**config.mk**
```make
export PLATFORM = sky130hd
export DESIGN_NAME = gtu_top
export DESIGN_NICKNAME = d
export VERILOG_FILES = /design/src/rtl/gtu_pkg.sv /design/src/rtl/gtu_align.sv /design/src/rtl/gtu_prescale.sv /design/src/rtl/gtu_decide.sv /design/src/rtl/gtu_cfg.sv /design/src/rtl/gtu_top.sv
export SDC_FILE = /design/constraint.sdc
export NUM_CORES = 1
export LEC_CHECK = 0
export ABC_AREA = 1
export BUFFER_PORTS_ARGS = -buffer_cell sky130_fd_sc_hd__buf_2
export CORE_UTILIZATION = 40
export CTS_CLUSTER_DIAMETER = 30
export DETAILED_ROUTE_END_ITERATION = 10
export GPL_ROUTABILITY_DRIVEN = 0
export PLACE_DENSITY = 0.59
export SYNTH_ARGS = -nofsm -noshare
export SYNTH_HDL_FRONTEND = slang
export SYNTH_SLANG_ARGS = --single-unit
```
**constraint.sdc**
```tcl
create_clock -name clk -period 2.95 [get_ports clk]
set_input_delay 0.295 -clock clk [delete_from_list [all_inputs] [get_ports clk]]
set_output_delay 0.295 -clock clk [all_outputs]
set_load 0.01 [all_outputs]
```
**src/rtl/gtu_pkg.sv**
```systemverilog
package gtu_pkg;

    localparam int NSRC  = 6;
    localparam int NCOND = 4;

    localparam int IX_TRK  = 0;
    localparam int IX_ESUM = 1;
    localparam int IX_CLU  = 2;
    localparam int IX_MU   = 3;
    localparam int IX_FWD  = 4;
    localparam int IX_TC   = 5;

    localparam int ADR_L0   = NSRC;
    localparam int ADR_MASK = NSRC + 1;
    localparam int ADR_TCNT = NSRC + 2;
    localparam int ADR_PCNT = NSRC + 3;

    localparam logic [NCOND-1:0] CALIB_CONDS = 4'b1000;

    typedef enum logic [1:0] {
        TS_NONE = 2'b00,
        TS_TC   = 2'b01,
        TS_CAL  = 2'b10
    } tsel_e;

    typedef struct packed {
        logic [NCOND-1:0] hit;
        tsel_e            tsel;
    } cand_t;

    typedef struct packed {
        logic  fire;
        tsel_e tsel;
    } stage_t;

    function automatic logic [NCOND-1:0] eval_conds(input logic [NSRC-1:0] a);
        logic [NCOND-1:0] c;
        c[0] = a[IX_TRK]  & a[IX_CLU];
        c[1] = a[IX_ESUM] & a[IX_CLU];
        c[2] = a[IX_TRK]  & a[IX_MU];
        c[3] = a[IX_FWD]  & a[IX_ESUM];
        return c;
    endfunction

    function automatic tsel_e pick_timing(input logic tc, input logic cal);
        if (tc)
            return TS_TC;
        else if (cal)
            return TS_CAL;
        else
            return TS_NONE;
    endfunction

endpackage

```
**src/rtl/gtu_align.sv**
```systemverilog
module gtu_align
    import gtu_pkg::*;
#(
    parameter int DLY_W = 5
) (
    input  logic                        clk,
    input  logic                        rst,
    input  logic [NSRC-1:0]             src_i,
    input  logic [NSRC-1:0][DLY_W-1:0]  dly,
    input  logic [DLY_W-1:0]            l0_dly,
    output logic [NSRC-1:0]             aligned,
    output logic                        l0_o
);
    localparam int DEPTH = 1 << DLY_W;

    for (genvar g = 0; g < NSRC; g++) begin : g_line
        logic [DEPTH-1:0] sh;

        always_ff @(posedge clk) begin
            if (rst)
                sh <= '0;
            else
                sh <= {sh[DEPTH-2:0], src_i[g]};
        end

        assign aligned[g] = sh[dly[g]];

        if (g == IX_TC) begin : g_l0
            assign l0_o = sh[l0_dly];
        end
    end

endmodule

```
**src/rtl/gtu_prescale.sv**
```systemverilog
module gtu_prescale #(
    parameter int N    = 100,
    parameter int PS_W = (N > 1) ? $clog2(N) : 1
) (
    input  logic            clk,
    input  logic            rst,
    input  logic            hit,
    output logic            pass,
    output logic [PS_W-1:0] fill
);
    logic [PS_W-1:0] cnt;

    always_ff @(posedge clk) begin
        if (rst)
            cnt <= '0;
        else if (hit)
            cnt <= (cnt == PS_W'(N - 1)) ? '0 : cnt + 1'b1;
    end

    assign pass = hit && (cnt == '0);
    assign fill = cnt;

endmodule

```
**src/rtl/gtu_decide.sv**
```systemverilog
module gtu_decide
    import gtu_pkg::*;
#(
    parameter int               DEC_CYC    = 6,
    parameter int               PRESCALE_N = 100,
    parameter int               CNT_W      = 16,
    parameter logic [NCOND-1:0] PS_SEL     = CALIB_CONDS,
    parameter int               PS_W       = (PRESCALE_N > 1) ? $clog2(PRESCALE_N) : 1
) (
    input  logic                        clk,
    input  logic                        rst,
    input  logic [NSRC-1:0]             aligned,
    input  logic [NCOND-1:0]            mask,
    output logic                        trig_o,
    output logic [1:0]                  tsrc_o,
    output logic [CNT_W-1:0]            trig_cnt,
    output logic [CNT_W-1:0]            ps_cnt,
    output logic [NCOND-1:0][PS_W-1:0]  ps_fill
);
    localparam int PIPE_N = DEC_CYC - 1;

    cand_t            s1;
    logic [NCOND-1:0] gated;
    logic [NCOND-1:0] pass;
    logic             fire;
    stage_t           pipe [PIPE_N];

    // stage 1: condition evaluation, masking, timing reference choice
    always_ff @(posedge clk) begin
        if (rst)
            s1 <= '{hit: '0, tsel: TS_NONE};
        else
            s1 <= '{hit:  eval_conds(aligned) & ~mask,
                    tsel: pick_timing(aligned[IX_TC], aligned[IX_ESUM])};
    end

    // stage 2: prescale on calibration-class conditions
    for (genvar i = 0; i < NCOND; i++) begin : g_cond
        if (PS_SEL[i]) begin : g_ps
            gtu_prescale #(.N(PRESCALE_N), .PS_W(PS_W)) i_ps (
                .clk  (clk),
                .rst  (rst),
                .hit  (s1.hit[i]),
                .pass (pass[i]),
                .fill (ps_fill[i])
            );
            assign gated[i] = pass[i];
        end else begin : g_direct
            assign pass[i]    = 1'b0;
            assign ps_fill[i] = '0;
            assign gated[i]   = s1.hit[i];
        end
    end

    assign fire = (|gated) && (s1.tsel != TS_NONE);

    // stages 2..DEC_CYC: fixed-length delivery pipe
    always_ff @(posedge clk) begin
        if (rst) begin
            for (int k = 0; k < PIPE_N; k++)
                pipe[k] <= '{fire: 1'b0, tsel: TS_NONE};
        end else begin
            pipe[0] <= '{fire: fire, tsel: fire ? s1.tsel : TS_NONE};
            for (int k = 1; k < PIPE_N; k++)
                pipe[k] <= pipe[k-1];
        end
    end

    always_ff @(posedge clk) begin
        if (rst) begin
            trig_cnt <= '0;
            ps_cnt   <= '0;
        end else begin
            if (pipe[PIPE_N-2].fire)
                trig_cnt <= trig_cnt + 1'b1;
            if (|pass)
                ps_cnt <= ps_cnt + 1'b1;
        end
    end

    assign trig_o = pipe[PIPE_N-1].fire;
    assign tsrc_o = pipe[PIPE_N-1].tsel;

endmodule

```
**src/rtl/gtu_cfg.sv**
```systemverilog
module gtu_cfg
    import gtu_pkg::*;
#(
    parameter int DLY_W     = 5,
    parameter int DATA_W    = 16,
    parameter int ADDR_W    = 4,
    parameter int CNT_W     = 16,
    parameter int TOTAL_LAT = 35
) (
    input  logic                        clk,
    input  logic                        rst,
    input  logic                        evt_i,
    input  logic                        wr_en,
    input  logic [ADDR_W-1:0]           wr_addr,
    input  logic [DATA_W-1:0]           wr_data,
    input  logic [ADDR_W-1:0]           rd_addr,
    output logic [DATA_W-1:0]           rd_data,
    input  logic [CNT_W-1:0]            trig_cnt,
    input  logic [CNT_W-1:0]            ps_cnt,
    output logic [NSRC-1:0][DLY_W-1:0]  dly_o,
    output logic [DLY_W-1:0]            l0_dly_o,
    output logic [NCOND-1:0]            mask_o,
    output logic                        busy_o
);
    localparam int FC_W = $clog2(TOTAL_LAT + 1);

    logic [FC_W-1:0]   fcnt;
    logic              idle;
    logic              pend_v;
    logic [ADDR_W-1:0] pend_a;
    logic [DATA_W-1:0] pend_d;
    logic              app_v;
    logic [ADDR_W-1:0] app_a;
    logic [DATA_W-1:0] app_d;

    assign idle   = (fcnt == '0) && !evt_i;
    assign busy_o = !idle;

    assign app_v = idle && (pend_v || wr_en);
    assign app_a = pend_v ? pend_a : wr_addr;
    assign app_d = pend_v ? pend_d : wr_data;

    // in-flight window and pending write slot
    always_ff @(posedge clk) begin
        if (rst) begin
            fcnt   <= '0;
            pend_v <= 1'b0;
            pend_a <= '0;
            pend_d <= '0;
        end else begin
            if (evt_i)
                fcnt <= FC_W'(TOTAL_LAT);
            else if (fcnt != '0)
                fcnt <= fcnt - 1'b1;

            if (!idle || pend_v) begin
                if (wr_en) begin
                    pend_v <= 1'b1;
                    pend_a <= wr_addr;
                    pend_d <= wr_data;
                end else if (idle) begin
                    pend_v <= 1'b0;
                end
            end
        end
    end

    always_ff @(posedge clk) begin
        if (rst) begin
            dly_o    <= '0;
            l0_dly_o <= '0;
            mask_o   <= '0;
        end else if (app_v) begin
            for (int i = 0; i < NSRC; i++)
                if (app_a == ADDR_W'(i))
                    dly_o[i] <= app_d[DLY_W-1:0];
            if (app_a == ADDR_W'(ADR_L0))
                l0_dly_o <= app_d[DLY_W-1:0];
            if (app_a == ADDR_W'(ADR_MASK))
                mask_o <= app_d[NCOND-1:0];
        end
    end

    always_comb begin
        rd_data = '0;
        for (int i = 0; i < NSRC; i++)
            if (rd_addr == ADDR_W'(i))
                rd_data = DATA_W'(dly_o[i]);
        if (rd_addr == ADDR_W'(ADR_L0))
            rd_data = DATA_W'(l0_dly_o);
        if (rd_addr == ADDR_W'(ADR_MASK))
            rd_data = DATA_W'(mask_o);
        if (rd_addr == ADDR_W'(ADR_TCNT))
            rd_data = DATA_W'(trig_cnt);
        if (rd_addr == ADDR_W'(ADR_PCNT))
            rd_data = DATA_W'(ps_cnt);
    end

endmodule

```
**src/rtl/gtu_top.sv**
```systemverilog
module gtu_top
    import gtu_pkg::*;
#(
    parameter int DLY_W      = 5,
    parameter int ALIGN_CYC  = 29,
    parameter int DEC_CYC    = 6,
    parameter int PRESCALE_N = 100,
    parameter int CNT_W      = 16,
    parameter int DATA_W     = 16,
    parameter int ADDR_W     = 4
) (
    input  logic              clk,
    input  logic              rst,
    input  logic              evt_i,
    input  logic [5:0]        src_i,
    input  logic              wr_en,
    input  logic [ADDR_W-1:0] wr_addr,
    input  logic [DATA_W-1:0] wr_data,
    input  logic [ADDR_W-1:0] rd_addr,
    output logic [DATA_W-1:0] rd_data,
    output logic              trig_o,
    output logic [1:0]        tsrc_o,
    output logic              l0_o
);
    localparam int TOTAL_LAT = ALIGN_CYC + DEC_CYC;
    localparam int PS_W      = (PRESCALE_N > 1) ? $clog2(PRESCALE_N) : 1;

    logic [NSRC-1:0][DLY_W-1:0] dly;
    logic [DLY_W-1:0]           l0_dly;
    logic [NCOND-1:0]           mask;
    logic                       cfg_busy;
    logic [NSRC-1:0]            aligned;
    logic [CNT_W-1:0]           trig_cnt;
    logic [CNT_W-1:0]           ps_cnt;
    logic [NCOND-1:0][PS_W-1:0] ps_fill;

    gtu_cfg #(
        .DLY_W(DLY_W), .DATA_W(DATA_W), .ADDR_W(ADDR_W),
        .CNT_W(CNT_W), .TOTAL_LAT(TOTAL_LAT)
    ) i_cfg (
        .clk(clk), .rst(rst), .evt_i(evt_i),
        .wr_en(wr_en), .wr_addr(wr_addr), .wr_data(wr_data),
        .rd_addr(rd_addr), .rd_data(rd_data),
        .trig_cnt(trig_cnt), .ps_cnt(ps_cnt),
        .dly_o(dly), .l0_dly_o(l0_dly), .mask_o(mask), .busy_o(cfg_busy)
    );

    gtu_align #(.DLY_W(DLY_W)) i_align (
        .clk(clk), .rst(rst), .src_i(src_i),
        .dly(dly), .l0_dly(l0_dly),
        .aligned(aligned), .l0_o(l0_o)
    );

    gtu_decide #(
        .DEC_CYC(DEC_CYC), .PRESCALE_N(PRESCALE_N), .CNT_W(CNT_W),
        .PS_SEL(CALIB_CONDS), .PS_W(PS_W)
    ) i_decide (
        .clk(clk), .rst(rst), .aligned(aligned), .mask(mask),
        .trig_o(trig_o), .tsrc_o(tsrc_o),
        .trig_cnt(trig_cnt), .ps_cnt(ps_cnt), .ps_fill(ps_fill)
    );

endmodule

```
# Yosys cells after proc, flatten, opt, wreduce, memory -nomap -nowiden
# Memory sizes are Yosys's and may differ from the RTL's.
# Cells that the tools add are included.
[word_totals] input_bits=34 register_bits=292 n_memories=1 mem_bits_rw=15 elab_cells=136
[op_classes] n_reduce_logical=29 addsub=4 n_eq_ne=17 mux=42 order_cmp=7 bitwise=11
[mem_list] name="i_decide.pipe" words=5 word_bits=3 rd=5 rd_clocked_by_memory_dff=0 wr=5 line_no="gtu_decide.sv:26" text="stage_t pipe [PIPE_N];"
[ops] cell="$mux 5" count=9
[ops] cell="$lt 5x6->1 const B" count=7
[ops] cell="$bmux 1 s5" count=7
[ops] cell="$add 16x1->16 const B" count=2
[ops] cell="$eq 4x3->1 const B" count=8
[ops] cell="$mux 16" count=2
[ops] cell="$reduce_and 2->1" count=10
[ops] cell="$eq 4x2->1 const B" count=4
[ops] cell="$mux 3" count=5
[ops] cell="$mux 1" count=13
[ops] cell="$mux 6" count=2
[ops] cell="$eq 4x1->1 const B" count=2
[ops] cell="$eq 4x4->1 const B" count=2
[ops] cell="$logic_not 4->1" count=2
[ops] cell="$add 7x1->7 const B" count=1
[ops] cell="$eq 7x7->1 const B" count=1
[ops] cell="$logic_not 7->1" count=1
[ops] cell="$mux 7" count=1
[ops] cell="$logic_not 6->1" count=1
[ops] cell="$reduce_bool 2->1" count=3
[ops] cell="$reduce_bool 6->1" count=1
[ops] cell="$sub 6x1->6 const B" count=1
[ops] cell="$or 1x1->1" count=5
[ops] cell="$and 1x1->1" count=4
[ops] cell="other kinds (9)" count=16

# Logic depth before layout (Yosys ltp)
[logic_depth] ltp_word=11 depth_mapped=11 ltp_nobuf=10

# By module
# From an unflattened synthesis, not the netlist that was laid out.
[hier_totals] hier_cells=1951 hier_area_um2=13479.2
[by_module_without_submodules] module="gtu_align" area_each_um2=7847.5 cells_per_inst=1143 seq_area_each_um2=3843.7 instances=1
[by_module_without_submodules] module="gtu_cfg" area_each_um2=2875.3 cells_per_inst=432 seq_area_each_um2=1101.1 instances=1
[by_module_without_submodules] module="gtu_decide" area_each_um2=2326.0 cells_per_inst=314 seq_area_each_um2=1061.0 instances=1
[by_module_without_submodules] module="gtu_prescale" area_each_um2=430.4 cells_per_inst=62 seq_area_each_um2=140.1 instances=1

# Worst setup path after synthesis
# No wires, ideal clock.
[synth_timing] path_kind="flip-flop to output port" from="register i_cfg.l0_dly_o[0]" to="output l0_o" required_time_ns=2.655 path_stages_with_launch=10 arrival_time_ns=1.312 path_slack_ns=1.343 path_cell_list="dfxtp_1 > clkbuf_1 > clkbuf_1 > a21oi_1 > o21ai_0 > nand3_1 > nand2_1 > nand2_1 > nand3_1 > o21a_1"
[synth_between] elab_chain_len=2
[synth_rtl] item="start: declaration" line_no="gtu_cfg.sv:21" text="output logic [DLY_W-1:0] l0_dly_o,"
[synth_rtl] item="start signal: assignment" line_no="gtu_cfg.sv:78" text="l0_dly_o <= app_d[DLY_W-1:0];"
[synth_rtl] item="$bmux 1 s5" line_no="gtu_align.sv:29" text="assign l0_o = sh[l0_dly];"
[synth_rtl] item="$mux 1 (implied by the code)" line_no="gtu_align.sv:29"
[synth_rtl] item="end: declaration" line_no="gtu_top.sv:23" text="output logic l0_o"
# Every way passes these cells. The select of a mux whose other input is x is not followed.

# Worst setup path after layout
[layout_timing] from="register i_cfg.dly_o[25] (netlist bit)" to="output rd_data[0]"
[layout_between] elab_chain_len=5
[layout_rtl] item="start: declaration" line_no="gtu_cfg.sv:20" text="output logic [NSRC-1:0][DLY_W-1:0] dly_o,"
[layout_rtl] item="start signal: indexed assignment" line_no="gtu_cfg.sv:76" text="dly_o[i] <= app_d[DLY_W-1:0];"
[layout_rtl] item="$mux 5" line_no="gtu_cfg.sv:87" text="if (rd_addr == ADDR_W'(i))"
[layout_rtl] item="$mux 5" line_no="gtu_cfg.sv:89" text="if (rd_addr == ADDR_W'(ADR_L0))"
[layout_rtl] item="$mux 5" line_no="gtu_cfg.sv:91" text="if (rd_addr == ADDR_W'(ADR_MASK))"
[layout_rtl] item="$mux 16" line_no="gtu_cfg.sv:93" text="if (rd_addr == ADDR_W'(ADR_TCNT))"
[layout_rtl] item="$mux 16" line_no="gtu_cfg.sv:95" text="if (rd_addr == ADDR_W'(ADR_PCNT))"
[layout_rtl] item="end: declaration" line_no="gtu_top.sv:20" text="output logic [DATA_W-1:0] rd_data,"
# Every way passes these cells.

==> run summary <==
Post-synthesis register bit count: 307
Post-synthesis cell type with the largest combined area: sky130_fd_sc_hd__dfxtp_1
Reg-to-reg startpoint: i_cfg.pend_v
Die ar.: 32600 um^2
Share of the synthesized area in the top cell type: 48.2%
Startpoint class of the critical path: flip-flop
Fmax: 399 MHz
Number of core rows: 65
Remaining antenna violation count after routing: 0
Depth of the worst register-to-register path: 8
Cell with the largest stage delay on the worst path: sky130_fd_sc_hd__inv_1
WL/cell: 12.6 um
Minimum clock period after layout: 2.50 ns
Global-route wire length before repair: 51300 um
Remaining DRCs: 0
Result of the run: completed
Count of clock tree sinks: 307
Total overflow reported by the global router: 0
Destination of the critical timing path: rd_data[0]
Synth unique cells: 34
H-tree depth reported by CTS: 3
Number of nets in the finished design: 1973
Main flop type after synthesis: sky130_fd_sc_hd__dfxtp_1
Sort of element at the end of the critical path: primary output
Num ports: 54
CORE AREA: 31500 um^2
Total inserted antenna cells: 0
Slew at the pin closest to its max-slew limit: 0.964 ns
Hold Slack: 0.0413 ns
TritonCTS clock tree: built
Critical Setup Path Class: reg -> out
Deepest clock path buffer count: 3
Detailed router's first-iteration violation count: 742
Number of instances in the synthesized netlist: 1857
Maximum number of pins on one net before global-route repair: 159
Flop-to-flop setup slack: 0.81 ns
Number of antenna violations at the first check in global routing: 0
Count of maximum capacitance violations: 0
Layout cell share with drive strength beyond 1: 9.96%
Layout Skew: 0.0155 ns
Startpoint of the worst setup timing path: i_cfg.dly_o[25]
Clock latency on the worst-skew pair: 0.56 ns
Total Negative Setup Slacks: 0 ns
Cell Area, Synth: 12800 um^2
Number of endpoints with negative hold slack in the final report: 0
Post-Layout Inst Area: 16000 um^2
Detailed-route via count: 11200
Yosys warnings: 0
Worst slew slack as a fraction of its limit: 35.3%
Cell with the most instances after synthesis: sky130_fd_sc_hd__nand2_1
Number of post-CTS setup repair buffers: 0
Y dimension of the die: 181 um
Number of buffers inserted by port buffering: 42
Filler Cell Count: 3064
CTS Root Buffer Type: sky130_fd_sc_hd__clkbuf_16
Placed wire-length estimate: 19300 um
Critical Path, Cell by Cell: buf_4 -> inv_1 -> o21ai_0 -> inv_1 -> nand4_1 -> nand2_1 -> nand4_1 -> buf_2
Power per cell area: 793 nW/um^2
Register area share after synthesis: 48.2%
Synthesized net count: 1896
Top cells by area, synth: sky130_fd_sc_hd__dfxtp_1 48%, sky130_fd_sc_hd__nand2_1 12%, sky130_fd_sc_hd__inv_1 8.9%
Total detailed-routing wirelength: 30200 um
Final cycle utilization of the critical path: 84.9%
WP data required: 2.65 ns
Static Leak: 6.29 nW
Fraction of registers with async set or reset after synthesis: 0%
Final setup fails: 0
Critical R2R Capture: i_cfg.dly_o[1]
Global-route usage over all layers: 19.0%
Synth Area per Inst: 6.87 um^2
Area added between synthesis and finish: 25.1%
Reg clk slew, reported paths: 0.05 ns
Tightest Hold Check Type: in -> reg
Peak supply drop: 479 uV
Total CTS buffers: 72
Via-to-Cell Ratio: 4.71
Most frequent cells after synthesis: 406 x sky130_fd_sc_hd__nand2_1, 307 x sky130_fd_sc_hd__dfxtp_1, 304 x sky130_fd_sc_hd__inv_1, 290 x sky130_fd_sc_hd__nor2_1, 211 x sky130_fd_sc_hd__nand3_1
Unrepaired setup endpoints after global routing: no
Hold Crit Start: evt_i
Post-synth EDFFs: 0
Number of global-route vias before repair: 10600
Horiz. Die Dim: 181 um
Slowest stage delay, CP: 0.43 ns
Starting density of the core: 40.6%
Data arrival at the endpoint of the critical path: 2.21 ns
Placed cell area: 13300 um^2
Final-report max-slew violation count: 0
DRT Pass-1 Iters: 5
Crit-path max FO: 21
[cells in the final DEF, fill, tap and decap left out, types with 3 or more instances in the layout]
cell	netlist	final
sky130_fd_sc_hd__clkinv_2	0	17
sky130_fd_sc_hd__nor3b_1	4	4
sky130_fd_sc_hd__dlygate4sd3_1	0	15
sky130_fd_sc_hd__ha_1	5	5
sky130_fd_sc_hd__o22ai_1	8	8
sky130_fd_sc_hd__clkbuf_1	45	4
sky130_fd_sc_hd__clkinv_1	8	8
sky130_fd_sc_hd__nand2_1	406	406
sky130_fd_sc_hd__buf_4	2	16
sky130_fd_sc_hd__nor2_2	11	11
sky130_fd_sc_hd__inv_6	0	3
sky130_fd_sc_hd__xor2_1	8	8
sky130_fd_sc_hd__nor3_1	22	22
sky130_fd_sc_hd__clkbuf_16	0	73
sky130_fd_sc_hd__a21oi_1	103	103
sky130_fd_sc_hd__o21ai_1	4	4
sky130_fd_sc_hd__clkinv_8	0	4
sky130_fd_sc_hd__dfxtp_1	307	307
sky130_fd_sc_hd__buf_2	16	41
sky130_fd_sc_hd__clkbuf_8	0	7
sky130_fd_sc_hd__nand4_1	12	12
sky130_fd_sc_hd__o21ai_0	65	65
sky130_fd_sc_hd__nor2_1	290	290
sky130_fd_sc_hd__inv_1	304	304
sky130_fd_sc_hd__clkinvlp_4	0	7
sky130_fd_sc_hd__nand3_1	211	211
sky130_fd_sc_hd__bufinv_16	0	11
[worst min-delay path by stage]
stage	slack, ns	to	depth (start not counted)
after floorplan	0.39	i_decide.pipe[0][10]	2
after global placement	0.39	i_decide.pipe[0][12]	2
after detailed placement	0.39	i_decide.pipe[0][7]	2
after CTS	0.03	i_cfg.fcnt[5]	3
after global routing	0.03	i_cfg.fcnt[5]	3
final	0.04	i_cfg.fcnt[5]	3
[repair_timing]
item,CTS,global route
gates resized for setup,0,0
endpoints found under the hold margin,15,0
hold buffers,15,0
[flip-flops by register name, indices dropped and copies added (netlist names), 5 cells and up]
| name | cells |
|---|---|
| i_decide.pipe | 15 |
| i_decide.g_cond.g_ps.i_ps.fill | 7 |
| i_decide.ps_cnt | 16 |
| i_cfg.pend_d | 5 |
| i_cfg.fcnt | 6 |
| i_cfg.dly_o | 30 |
| i_cfg.l0_dly_o | 5 |
| i_align.g_line.sh | 192 |
| i_decide.trig_cnt | 16 |
[metrics by stage]
step / utilization [%] / cells / total power (W) / worst slack, ns
after global routing: 50.7 / 2389 / 0.0131 / 0.368
after CTS: 50.7 / 2389 / 0.0128 / 0.435
after floorplan: - / 1857 / 0.00455 / 1.34
after detailed placement: 42.3 / 2247 / 0.00466 / 0.859
after global placement: 42.3 / 2247 / 0.00466 / 0.886
final: 50.7 / 2389 / 0.0127 / 0.446
[final cells by class]
| cell class | count | area (um^2) | area share (%) |
|---|---|---|---|
| multi-input combinational | 1164 | 5110 | 32.0 |
| timing repair buffer | 75 | 529 | 3.31 |
| clock inverter | 44 | 577 | 3.61 |
| clock buffer | 83 | 1920 | 12.1 |
| sequential | 307 | 6150 | 38.5 |
| inverter | 314 | 1180 | 7.38 |
| tap | 402 | 503 | 3.15 |
[layer usage]
metal / track usage [%] / vias up / part of all wire (%)
met5: 0 / - / 0
met4: 7.18 / 0 / 2.1
met3: 4.22 / 53 / 4.0
met2: 30.8 / 208 / 46
met1: 24.6 / 5085 / 48
li1: - / 5900 / -
[logic make-up (layout without fill, tap and decap cells)]
| kind of cell | Yosys count | in the layout | share of synthesized area, % |
|---|---|---|---|
| simple gates | 963 | 963 | 31.4 |
| buf+inv | 386 | 516 | 11.8 |
| flops | 307 | 307 | 48.2 |
| compound gates | 186 | 186 | 7.50 |
| xor+xnor | 9 | 9 | 0.618 |
| fa+ha+maj | 5 | 5 | 0.490 |
| mux | 1 | 1 | 0.0784 |
[critical path, delay by kind of cell, from the launching register on]
kind | cells | cell delay [ns]
AO/OA/AOI/OAI | 1 | 0.19
buffers and inverters | 4 | 0.88
flip-flops | 1 | 0.29
AND/OR/NAND/NOR | 3 | 0.28
[power by group]
group          internal [W]  switching, W  total [W]  leakage (nW)
Clock               0.00561       0.00244    0.00805          1.22
Combinational      0.000111      0.000263   0.000373          2.60
Sequential          0.00420     0.0000275    0.00423          2.48
Total               0.00993       0.00273     0.0127          6.29
Note: power is estimated with default switching activity, not from simulation.
